===== src/rtl/efifo_pkg.sv =====
package efifo_pkg;

    // Pointer width carrying one wrap bit beyond the address.
    function automatic int ptr_width(input int depth);
        return $clog2(depth) + 1;
    endfunction

    // Error pulse pair produced by the two control halves.
    typedef struct packed {
        logic wr_err;
        logic rd_err;
    } efifo_err_t;

endpackage


===== src/rtl/efifo_wr_stage.sv =====
module efifo_wr_stage #(
    parameter int DATA_W = 16
) (
    input  logic              clk,
    input  logic              rst,
    input  logic              wr_en,
    input  logic [DATA_W-1:0] wr_data,
    output logic              stg_vld,
    output logic [DATA_W-1:0] stg_data
);

    typedef struct packed {
        logic              vld;
        logic [DATA_W-1:0] data;
    } stage_t;

    stage_t stage_d, stage_q;

    // Capture on the rising edge; commit happens half a period later.
    always_comb begin
        stage_d      = stage_q;
        stage_d.vld  = wr_en;
        if (wr_en) begin
            stage_d.data = wr_data;
        end
        if (rst) begin
            stage_d = '0;
        end
    end

    always_ff @(posedge clk) begin
        stage_q <= stage_d;
    end

    assign stg_vld  = stage_q.vld;
    assign stg_data = stage_q.data;

endmodule


===== src/rtl/efifo_store.sv =====
module efifo_store #(
    parameter int DATA_W = 16,
    parameter int DEPTH  = 16,
    localparam int AW    = $clog2(DEPTH)
) (
    input  logic              clk,
    input  logic              we,
    input  logic [AW-1:0]     waddr,
    input  logic [DATA_W-1:0] wdata,
    input  logic [AW-1:0]     raddr,
    output logic [DATA_W-1:0] rdata
);

    logic [DATA_W-1:0] mem [DEPTH];

    // Storage write port lives on the falling edge.
    always_ff @(negedge clk) begin
        if (we) begin
            mem[waddr] <= wdata;
        end
    end

    // Asynchronous look-up; the read controller registers the word.
    assign rdata = mem[raddr];

endmodule


===== src/rtl/efifo_wr_ctrl.sv =====
module efifo_wr_ctrl #(
    parameter int DEPTH = 16,
    localparam int PW   = efifo_pkg::ptr_width(DEPTH)
) (
    input  logic          clk,
    input  logic          rst,
    input  logic          stg_vld,
    input  logic [PW-1:0] rd_ptr,
    output logic          mem_we,
    output logic [PW-1:0] wr_ptr,
    output logic          wr_err
);

    localparam logic [PW-1:0] DEPTH_L = PW'(DEPTH);

    typedef struct packed {
        logic [PW-1:0] ptr;
        logic          err;
    } wctl_t;

    wctl_t wctl_d, wctl_q;
    logic  no_room;

    // rd_ptr has settled since the previous rising edge, so the
    // room check already includes any read from the same cycle.
    always_comb begin
        no_room    = ((wctl_q.ptr - rd_ptr) == DEPTH_L);
        mem_we     = stg_vld && !no_room && !rst;
        wctl_d     = wctl_q;
        wctl_d.err = stg_vld && no_room;
        if (mem_we) begin
            wctl_d.ptr = wctl_q.ptr + PW'(1);
        end
        if (rst) begin
            wctl_d = '0;
        end
    end

    always_ff @(negedge clk) begin
        wctl_q <= wctl_d;
    end

    assign wr_ptr = wctl_q.ptr;
    assign wr_err = wctl_q.err;

endmodule


===== src/rtl/efifo_rd_ctrl.sv =====
module efifo_rd_ctrl #(
    parameter int DATA_W = 16,
    parameter int DEPTH  = 16,
    localparam int PW    = efifo_pkg::ptr_width(DEPTH)
) (
    input  logic              clk,
    input  logic              rst,
    input  logic              rd_en,
    input  logic              is_empty,
    input  logic [DATA_W-1:0] mem_rdata,
    output logic [PW-1:0]     rd_ptr,
    output logic [DATA_W-1:0] rd_data,
    output logic              rd_err
);

    typedef struct packed {
        logic [PW-1:0]     ptr;
        logic [DATA_W-1:0] data;
        logic              err;
    } rctl_t;

    rctl_t rctl_d, rctl_q;
    logic  take;

    always_comb begin
        take       = rd_en && !is_empty;
        rctl_d     = rctl_q;
        rctl_d.err = rd_en && is_empty;
        if (take) begin
            rctl_d.data = mem_rdata;
            rctl_d.ptr  = rctl_q.ptr + PW'(1);
        end
        if (rst) begin
            rctl_d = '0;
        end
    end

    always_ff @(posedge clk) begin
        rctl_q <= rctl_d;
    end

    assign rd_ptr  = rctl_q.ptr;
    assign rd_data = rctl_q.data;
    assign rd_err  = rctl_q.err;

endmodule


===== src/rtl/edge_offset_fifo.sv =====
module edge_offset_fifo #(
    parameter int DATA_W = 16,
    parameter int DEPTH  = 16,
    parameter int AE_OFS = 3,
    parameter int AF_OFS = 4
) (
    input  logic              clk,
    input  logic              rst,
    input  logic              wr_en,
    input  logic [DATA_W-1:0] wr_data,
    input  logic              rd_en,
    output logic [DATA_W-1:0] rd_data,
    output logic              empty,
    output logic              almost_empty,
    output logic              almost_full,
    output logic              wr_err,
    output logic              rd_err
);

    localparam int PW  = efifo_pkg::ptr_width(DEPTH);
    localparam int AW  = $clog2(DEPTH);
    localparam logic [PW-1:0] DEPTH_L = PW'(DEPTH);
    localparam logic [PW-1:0] AE_L    = PW'(AE_OFS);
    localparam logic [PW-1:0] AF_L    = PW'(AF_OFS);

    logic              stg_vld;
    logic [DATA_W-1:0] stg_data;
    logic              mem_we;
    logic [PW-1:0]     wr_ptr;
    logic [PW-1:0]     rd_ptr;
    logic [DATA_W-1:0] mem_rdata;
    logic [PW-1:0]     count;
    logic [PW-1:0]     space;
    efifo_pkg::efifo_err_t errs;

    efifo_wr_stage #(.DATA_W(DATA_W)) u_stage (
        .clk      (clk),
        .rst      (rst),
        .wr_en    (wr_en),
        .wr_data  (wr_data),
        .stg_vld  (stg_vld),
        .stg_data (stg_data)
    );

    efifo_wr_ctrl #(.DEPTH(DEPTH)) u_wctl (
        .clk     (clk),
        .rst     (rst),
        .stg_vld (stg_vld),
        .rd_ptr  (rd_ptr),
        .mem_we  (mem_we),
        .wr_ptr  (wr_ptr),
        .wr_err  (errs.wr_err)
    );

    efifo_store #(.DATA_W(DATA_W), .DEPTH(DEPTH)) u_store (
        .clk   (clk),
        .we    (mem_we),
        .waddr (wr_ptr[AW-1:0]),
        .wdata (stg_data),
        .raddr (rd_ptr[AW-1:0]),
        .rdata (mem_rdata)
    );

    efifo_rd_ctrl #(.DATA_W(DATA_W), .DEPTH(DEPTH)) u_rctl (
        .clk       (clk),
        .rst       (rst),
        .rd_en     (rd_en),
        .is_empty  (empty),
        .mem_rdata (mem_rdata),
        .rd_ptr    (rd_ptr),
        .rd_data   (rd_data),
        .rd_err    (errs.rd_err)
    );

    // Flags decode straight from the pointers: no register on the read path.
    always_comb begin
        count        = wr_ptr - rd_ptr;
        space        = DEPTH_L - count;
        almost_empty = (count <= AE_L);
        empty        = almost_empty && (count == '0);
        almost_full  = (space <= AF_L);
    end

    assign wr_err = errs.wr_err;
    assign rd_err = errs.rd_err;

endmodule


===== config.mk =====
export PLATFORM = sky130hd
export DESIGN_NAME = edge_offset_fifo
export DESIGN_NICKNAME = d
export VERILOG_FILES = /design/src/rtl/efifo_pkg.sv /design/src/rtl/efifo_wr_stage.sv /design/src/rtl/efifo_store.sv /design/src/rtl/efifo_wr_ctrl.sv /design/src/rtl/efifo_rd_ctrl.sv /design/src/rtl/edge_offset_fifo.sv
export SDC_FILE = /design/constraint.sdc
export NUM_CORES = 1
export LEC_CHECK = 0
export BUFFER_PORTS_ARGS = -buffer_cell sky130_fd_sc_hd__buf_2
export CORE_UTILIZATION = 55
export DETAILED_ROUTE_END_ITERATION = 8
export PLACE_DENSITY_LB_ADDON = 0.25
export SLEW_MARGIN = 15
export SYNTH_ARGS = -nofsm -noshare
export SYNTH_HDL_FRONTEND = slang
export SYNTH_SLANG_ARGS = --single-unit

===== constraint.sdc =====
create_clock -name clk -period 5.67 [get_ports clk]
set_input_delay 1.4175 -clock clk [delete_from_list [all_inputs] [get_ports clk]]
set_output_delay 1.4175 -clock clk [all_outputs]
set_load 0.05 [all_outputs]

# Word level (Yosys, flattened, before mapping)
# Memories as Yosys holds them, arrays and structs flattened. A register that Yosys moved wholly into a read port is not among the register bits.
# Cells that the tools add are included.
# word_totals
reg_bits,29
mem_bits_rw,256
out_inout_bits,21
wordCells,26
mem_count,1
# mem_list
name,words,width,read_ports,rd_ports_with_merged_regs,write_ports,line_no,rtl
u_store.mem,16,16,1,1,1,efifo_store.sv:14,logic [DATA_W-1:0] mem [DEPTH];
# op_classes
n_addsub,4
magnitude_cmp,2
n_eq_ne,1
mux,2
reduce_logical,10
# op_table
cell,n
adder 5 x 1 -> 5 bit (second input constant),2
logical AND 1 bit,6
equality test 5 bit (second input constant),1
<= comparator 5 x 2 -> 1 bit (second input constant),1
<= comparator 5 x 3 -> 1 bit (second input constant),1
zero test 5 bit,1
subtractor 5 bit,1
subtractor 5 bit (first input constant),1
zero test 1 bit,3
two-way mux 1 bit,2

# Depth between registers and ports, before layout
# Gate-level depths: netlist of the first run.
# depth
word_depth,7
ltp_mapped,15
ltp_nobuf,13

# By module
# From an unflattened synthesis of the first run, not the netlist that was laid out.
# unflattened
cells_unflattened,640
area_unflattened_um2,11797.6
# by_module_without_submodules
mod,n_inst,cells_each,area_per_inst_um2,seq_area_each_um2
efifo_store,1,417,9726.8,7687.4
efifo_rd_ctrl,1,97,820.8,440.4
efifo_wr_stage,1,54,608.1,340.3
efifo_wr_ctrl,1,44,407.9,120.1
edge_offset_fifo,1,28,234.0,0.0

==> metrics, run 1 <==
status=complete, but fails checks; violated checks=setup timing; routed wire length per instance=between 20 and 25 um; total routing usage reported by global routing=0.269; number of antenna violations at the first check in global routing=0; CP Capture Point=empty; sequential element share of the synthesized area=0.743; number of storage elements in the synthesis netlist=approximately 300; final layout net count=between 900 and 1,000; RR Endpoint=u_rctl.rd_data[10]$_SDFFE_PP0P_; number of cells on the worst reg-to-reg path=17; Reg2Reg Setup Slack=-0.28 ns; net count after synthesis=around 650; y dimension of the die=between 100 and 150 um; slew at the pin with the worst max-slew slack=about 1.0 ns; most area-consuming cells after synthesis=sky130_fd_sc_hd__edfxtp_1 (67%), sky130_fd_sc_hd__mux4_2 (12%), sky130_fd_sc_hd__dfxtp_1 (7.8%); level count of the clock H-tree=1; Site Rows=52; Worst setup startpoint=u_wctl.wr_ptr[0]$_SDFFE_NP0P_; kind of critical path=flop to output pin; GP Congestion=around 0.74; clock sink count=approximately 300; die outline width=147 um; hold slack final=0.504 ns; global-route wire length before repair=roughly 43,000 um; Startpoint Class=flop; Simple-Gate Fraction of Synth Area=0.0391; area share of the largest cell type after synthesis=0.665; final instance area=roughly 15,000 sq um; crit path cell chain=inv_2 > ha_4 > inv_2 > fa_2 > xor2_2 > nor3b_2 > nor2b_4 > ha_4 > o221ai_2 > inv_2 > buf_8; clock input transition at the sequential cells of the worst setup and hold paths=0.06 ns; Mapped Cells=615; number of max-capacitance violations reported=0; largest fanout of any net on the critical path=2; instance area after placement=~13,000 sq um; final clock skew=0.0821 ns; count of TritonRoute iterations in the first routing pass=5; Final ANT Viol Nets=0; residual overflow from global routing=0; worst hold stages=2; clock tree root driver cell=sky130_fd_sc_hd__clkbuf_16; setup repair after global routing missed its margin=true; Slew Limit Fails=0; final-report hold violation count=0; data arrival time of the critical path=around 5.5 ns; via count normalized by instance count=between 5 and 6; mux cell area share after synthesis=0.139; maximum cell stage delay along the critical path=approximately 0.36 ns; TritonCTS clock tree=done; required time of the critical path=approximately 4.3 ns; initial core utilization=0.565; Avg Synthesized Cell Area=18.8 sq um; Worst setup EP type=output pin; starting DRC count in detailed routing=about 620; Hold Buf Count CTS=0; Leakage=~0.006 uW; cell seen most often among critical-path stages=sky130_fd_sc_hd__inv_2; number of remaining DRC errors=0; Max clock buf depth=3; power consumption=5690 uW; adder and majority cell fraction of the synthesized area=0.0136; xor-xnor portion of the synthesized cell area=0.00596; area of the core=between 20,000 and 25,000 sq um; via count of the first global-routing pass=between 7,000 and 8,000; area grow syn2layout=29.3%; Hold/Removal Path Class=flop to flop; Detail Placement HPWL=approximately 14,000 um; setup ws final=-1.26 ns; total CTS buffers=30; count of endpoints failing setup in the final report=221; DRT Wirelength=28,700 um; Clk Latency, worst-skew pair=roughly 0.63 ns; Yosys warning total=0; reg-to-reg critical path startpoint=u_wctl.wr_ptr[0]$_SDFFE_NP0P_; summed instance area of the synthesized netlist=between 10,000 and 15,000 sq um; power density normalized to cell area=approximately 380 nW/um^2; Slowest-stage cell, CP=sky130_fd_sc_hd__fa_2; largest net degree at the start of global routing=46; largest voltage drop on the vdd net=between 0.3 and 0.4 mV; IO buf count=40; Rel. slew slack=0.324; cell type with the largest total area after synthesis=sky130_fd_sc_hd__edfxtp_1; number of top-level pins=just over 40; TNS Setup=-15.77 ns; Die Area=around 22,000 sq um; number of different library cells in the post-synthesis netlist=38; largest family of logic cells by synthesized area=multiplexers; compound-cell area share of the yosys netlist=0.0399; ratio of cells with drive above 1 in the final layout=0.283; number of antenna repair diodes=0; detailed-route via count=7,286
==> worst max-delay path: cells and delay by family (launching register included) <==
kind	cells	cell delay [ns]
adder cells (fa/ha/maj)	3	0.63
XOR/XNOR	1	0.18
AO/OA/AOI/OAI	1	0.10
flip-flops	1	0.31
buffers and inverters	4	0.43
AND/OR/NAND/NOR	2	0.42
==> layer usage <==
layer  track usage  routed length [um]  up-vias
met2         0.437               14100      399
met3        0.0634                2460       74
met5             0                   0        -
met4         0.110                 998        0
met1         0.355               11100     3620
li1              -                   -     3193
==> metrics by stage <==
step,util,cells,setup WS (ns)
final,0.731,1259,-1.26
after global routing,0.731,1259,-1.37
after CTS,0.720,1253,-1.25
after detailed placement,0.619,930,-0.784
after global placement,0.619,930,-0.697
after floorplan,-,615,-0.700
==> worst min-delay path by stage <==
stage                                      endpoint                       startpoint  slack (ns)
detailed placement  u_rctl.rd_data[13]$_SDFFE_PP0P_  u_rctl.rd_data[13]$_SDFFE_PP0P_        0.47
floorplan             u_rctl.rd_ptr[4]$_SDFFE_PP0P_    u_rctl.rd_ptr[4]$_SDFFE_PP0P_        0.46
finish               u_rctl.rd_data[8]$_SDFFE_PP0P_   u_rctl.rd_data[8]$_SDFFE_PP0P_        0.50
global route        u_rctl.rd_data[10]$_SDFFE_PP0P_  u_rctl.rd_data[10]$_SDFFE_PP0P_        0.53
global placement     u_rctl.rd_data[8]$_SDFFE_PP0P_   u_rctl.rd_data[8]$_SDFFE_PP0P_        0.47
CTS                 u_rctl.rd_data[13]$_SDFFE_PP0P_  u_rctl.rd_data[13]$_SDFFE_PP0P_        0.49
==> cell type report <==
cell class                      instances  area [sq um]
Clock buffer                           37           787
Tap cell                              270           338
Sequential cell                       301          8590
Clock inverter                        280          1080
Fill cell                            1268          5490
Inverter                               10          37.5
Timing Repair Buffer                   95           922
Multi-Input combinational cell        266          3190
==> layout by cell type, fill, tap and decap left out, types with 3 or more instances in the layout <==
master                      Yosys  final
sky130_fd_sc_hd__buf_12         0     17
sky130_fd_sc_hd__ha_4           0      4
sky130_fd_sc_hd__clkinv_1       0      6
sky130_fd_sc_hd__mux2i_1       17     17
sky130_fd_sc_hd__nor2_1        33     21
sky130_fd_sc_hd__mux4_2        64     64
sky130_fd_sc_hd__a21oi_2        0     20
sky130_fd_sc_hd__clkbuf_16      0     32
sky130_fd_sc_hd__dfxtp_1       45     43
sky130_fd_sc_hd__ha_1          11      7
sky130_fd_sc_hd__buf_6          2      7
sky130_fd_sc_hd__edfxtp_1     256    256
sky130_fd_sc_hd__inv_2          4      6
sky130_fd_sc_hd__o21ai_0        7      7
sky130_fd_sc_hd__a21oi_1       24      4
sky130_fd_sc_hd__clkbuf_1      24      6
sky130_fd_sc_hd__nor2_4         0     12
sky130_fd_sc_hd__inv_1          7    271
sky130_fd_sc_hd__nor3_4         0      5
sky130_fd_sc_hd__nand2_1       12      8
sky130_fd_sc_hd__o21ai_1       12     12
sky130_fd_sc_hd__o22ai_1       32     32
sky130_fd_sc_hd__buf_4          3     30
sky130_fd_sc_hd__buf_2          6     37
sky130_fd_sc_hd__or4_4          0     17
sky130_fd_sc_hd__nand2_4        0      3
sky130_fd_sc_hd__xor2_1         3      3
==> logic make-up after synthesis <==
| family | after synthesis |
|---|---|
| flops | 301 |
| simple gates | 86 |
| mux | 81 |
| buf+inv | 48 |
| fa+ha+maj | 12 |
| compound gates | 80 |
| xor+xnor | 7 |
==> report_power, final <==
group / switching [uW] / internal, uW
Sequential: 43.3 / 2450
Clock: 1290 / 1230
Combinational: 375 / 305
Total: 1710 / 3990
==> registers in the layout (all words and copies together), names as in the netlist <==
name / count
u_rctl.rd_data: 16
u_wctl.wr_ptr: 5
u_store.mem: 256
u_rctl.rd_ptr: 5
u_rctl.rd_err: 1
u_stage.stg_data: 16
u_wctl.wr_err: 1
u_stage.stg_vld: 1
==> cells in the mapped netlist, drive strengths merged <==
master and count:
o31ai 3, a21oi 24, o22ai 32, mux4 64, buf 13, mux2i 17
a211oi 1, o221ai 1, o21ai 19, fa 1, xor2 4, nand2b 2
xnor2 3, and4b 1, dfxtp 45, nand2 12, inv 11, nand3 3
nor2b 3, and3 1, ha 11, nand4 1, nor3 6, or3 2
or4 18, clkbuf 24, and3b 1, nor2 33, nor3b 2, nand3b 1
edfxtp 256
==> timing repair <==
item / in CTS / in global routing
setup buffers: 6 / 3
resized for setup: 30 / 35
setup endpoints to repair: 243 / 281
pin swaps: 13 / 23
cloned: 1 / 3
No activity file was read; power rests on OpenSTA's default activity.
==> inputs of run 2 (changes only) <==
--- a/config.mk
+++ b/config.mk
@@ -5,7 +5,7 @@
 export SDC_FILE = /design/constraint.sdc
 export NUM_CORES = 1
 export LEC_CHECK = 0
-export BUFFER_PORTS_ARGS = -buffer_cell sky130_fd_sc_hd__buf_2
+export BUFFER_PORTS_ARGS = -buffer_cell sky130_fd_sc_hd__buf_4
 export CORE_UTILIZATION = 55
 export DETAILED_ROUTE_END_ITERATION = 8
 export PLACE_DENSITY_LB_ADDON = 0.25
==> run 2 against run 1 <==
The flow still finishes with violations (setup timing); wire length fell by 0.24%; core utilization increased by 2.4 points; clock power rose by 9.5%; worst hold slack better by 0.0043 ns; sequential cell count did not move; setup slack improved by 0.069 ns; combinational power grew 5.1%; first-iteration DRC count up 8.6%; non-clock buffer count up 17; clock skew fell by 0.010 ns; global-route usage grew 0.54 points; largest power group unchanged.
==> metrics, run 2 (synthesis gave the netlist of run 1 again) <==
final clock skew=0.0719 ns (-0.0103 ns); Hold Buf Count CTS=0 (unchanged); number of cells on the worst reg-to-reg path=19 (+2); ratio of cells with drive above 1 in the final layout=0.303 (+0.0202); global-route wire length before repair=43,600 um (+2.3%); number of remaining DRC errors=0 (unchanged); Slowest-stage cell, CP=sky130_fd_sc_hd__fa_2; slew at the pin with the worst max-slew slack=1.29 ns (+0.275 ns); level count of the clock H-tree=1 (unchanged); Top reg by flops=u_store.mem; Leakage=0.00622 uW (+3.3%); maximum cell stage delay along the critical path=0.36 ns (about the same); Slew Limit Fails=0 (unchanged); RR Endpoint=u_store.mem[2][1]$_DFFE_NP_; setup repair after global routing missed its margin=true; number of antenna repair diodes=0 (unchanged); final instance area=15,400 sq um (+3.3%); IO buf count=40 (unchanged); Reg2Reg Setup Slack=-0.45 ns (-0.17 ns); WL met1=10,800 um (-3.0%); cell seen most often among critical-path stages=sky130_fd_sc_hd__inv_2; residual overflow from global routing=0 (unchanged); max FFs per register=256 (unchanged); routed wire length per instance=22.4 um (-1.8%); final layout net count=1,016 (+1.8%); Die Area=21,600 sq um (unchanged); Final ANT Viol Nets=0 (unchanged); total CTS buffers=31 (+3.3%); status=complete, but fails checks; crit path buf inv count=5 (+1); clock tree root driver cell=sky130_fd_sc_hd__clkbuf_16; number of antenna violations at the first check in global routing=0 (unchanged); power consumption=5980 uW (+5.0%); data arrival time of the critical path=5.45 ns (-0.07 ns); clock input transition at the sequential cells of the worst setup and hold paths=0.06 ns (about the same); y dimension of the die=147 um (unchanged); kind of critical path=flop to output pin; Max Used Layer=met4; via count of the first global-routing pass=7,794 (-0.051%); power density normalized to cell area=387 nW/um^2 (+1.6%); most frequent cells in the layout=sky130_fd_sc_hd__inv_1 (269), sky130_fd_sc_hd__edfxtp_1 (256), sky130_fd_sc_hd__buf_4 (71); TritonCTS clock tree=done; number of max-capacitance violations reported=0 (unchanged); Site Rows=52 (unchanged); wire length on met3=2180 um (-12%); count of filler cells inserted in the layout=1,163 (-8.3%); clock sink count=301 (unchanged); Detail Placement HPWL=14,300 um (+1.0%); DRT Wirelength=28,600 um (-0.24%); final core utilization=0.755 (+0.0240); critical path's top delay family=buffers and inverters; routed wire length on met2=14,800 um (+5.0%); via count normalized by instance count=5.73 (-0.94%); violated checks=setup timing; initial core utilization=0.565 (unchanged); area grow syn2layout=33.6%; largest voltage drop on the vdd net=0.381 mV (+9.1%); Rel. slew slack=0.141 (-0.183); most common cell after layout, fill and taps aside=sky130_fd_sc_hd__inv_1; area of the core=20,400 sq um (unchanged); starting DRC count in detailed routing=672 (+8.6%); total routing usage reported by global routing=0.275 (+0.00539); Startpoint Class=flop; Clk Latency, worst-skew pair=0.63 ns (about the same); hold slack final=0.508 ns (+0.00433 ns); GP Congestion=0.768 (+3.4%); worst hold stages=2 (unchanged); number of top-level pins=41 (unchanged); Hold/Removal Path Class=flop to flop; die outline width=147 um (unchanged); end point of the worst hold path=u_rctl.rd_data[2]$_SDFFE_PP0P_; required time of the critical path=4.25 ns (about the same); largest fanout of any net on the critical path=4 (+2); setup ws final=-1.20 ns (+0.0688 ns); crit path cell chain=inv_2 > ha_4 > inv_2 > fa_2 > xor2_2 > buf_6 > and4b_1 > o221ai_4 > clkinv_4 > buf_8; reg-to-reg critical path startpoint=u_rctl.rd_ptr[0]$_SDFFE_PP0P_; final-report hold violation count=0 (unchanged); DP Worst Slack=-0.717 ns (+0.0665 ns); launch point of the worst hold path=u_rctl.rd_data[2]$_SDFFE_PP0P_; count of endpoints failing setup in the final report=279 (+26%); Max clock buf depth=3 (unchanged); instance area after placement=12,800 sq um (+1.4%); detailed-route via count=7,332 (+0.63%); Worst setup EP type=output pin; count of TritonRoute iterations in the first routing pass=5 (unchanged); largest net degree at the start of global routing=46 (unchanged)
[run 2: changes by cell type in the layout (fill, tap and decap cells not counted), sizes merged]
| cell | delta |
|---|---|
| buf | +18 |
| bufinv | +1 |
| clkbuf | +1 |
| clkinvlp | -1 |
| inv | +1 |
[run 2: power by group]
part | leakage [uW] | internal, uW | total [uW] | switching (uW)
sequential | 0.00272 | 2450 | 2500 | 45.5
combinational | 0.00158 | 339 | 715 | 376
clock | 0.00191 | 1420 | 2760 | 1340
total | 0.00622 | 4210 | 5980 | 1760
[run 2: layer usage]
layer | up-vias | GRT usage
met5 | - | 0
met4 | 0 | 0.0964
met1 | 3691 | 0.360
met3 | 79 | 0.0500
li1 | 3234 | -
met2 | 328 | 0.466
[run 2: repair_timing]
action,in CTS,in global routing
cloned,2,1
buffers inserted,13,9
setup endpoints to repair,278,282
endpoints found under the hold margin,0,0
gates resized for setup,36,43
pin swaps,10,24
[run 2: worst max-delay path by stage]
stage                  to  cells past startpoint                     startpoint
CTS                 empty                     11  u_wctl.wr_ptr[0]$_SDFFE_NP0P_
floorplan           empty                     12  u_wctl.wr_ptr[0]$_SDFFE_NP0P_
finish              empty                     10  u_wctl.wr_ptr[0]$_SDFFE_NP0P_
global placement    empty                     11  u_wctl.wr_ptr[0]$_SDFFE_NP0P_
detailed placement  empty                     11  u_wctl.wr_ptr[0]$_SDFFE_NP0P_
global route        empty                     11  u_wctl.wr_ptr[0]$_SDFFE_NP0P_
[run 2: final cells by class]
| cell class | instances | area [sq um] | area share |
|---|---|---|---|
| repair buffers | 112 | 1230 | 0.0799 |
| clock inverters | 281 | 1110 | 0.0722 |
| clock buffers | 39 | 901 | 0.0584 |
| inverters | 10 | 42.5 | 0.00276 |
| well taps | 270 | 338 | 0.0219 |
| flip-flops and latches | 301 | 8590 | 0.557 |
| multi-input cells | 266 | 3210 | 0.208 |
[run 2: worst reg2reg max path: stages (launching register included)]
cell and delay [ns]:
sky130_fd_sc_hd__dfxtp_4 0.36, sky130_fd_sc_hd__ha_4 0.13, sky130_fd_sc_hd__inv_2 0.04, sky130_fd_sc_hd__fa_2 0.36
sky130_fd_sc_hd__buf_4 0.15, sky130_fd_sc_hd__nand3_2 0.08, sky130_fd_sc_hd__and3_4 0.19, sky130_fd_sc_hd__nor2_2 0.04
sky130_fd_sc_hd__buf_4 0.14, sky130_fd_sc_hd__buf_6 0.11, sky130_fd_sc_hd__buf_4 0.13, sky130_fd_sc_hd__ha_4 0.16
sky130_fd_sc_hd__nor3b_4 0.19, sky130_fd_sc_hd__buf_6 0.14, sky130_fd_sc_hd__buf_12 0.11, sky130_fd_sc_hd__buf_8 0.11
sky130_fd_sc_hd__buf_6 0.12, sky130_fd_sc_hd__nand2_8 0.08, sky130_fd_sc_hd__nor3_4 0.16, sky130_fd_sc_hd__buf_12 0.21
[run 2: per-stage QoR]
step / cells / setup TNS [ns]
after floorplan: 615 / -55.68
after global placement: 935 / -7.80
after detailed placement: 935 / -30.35
after CTS: 1269 / -28.75
after global routing: 1279 / -112.60
final: 1279 / -90.62
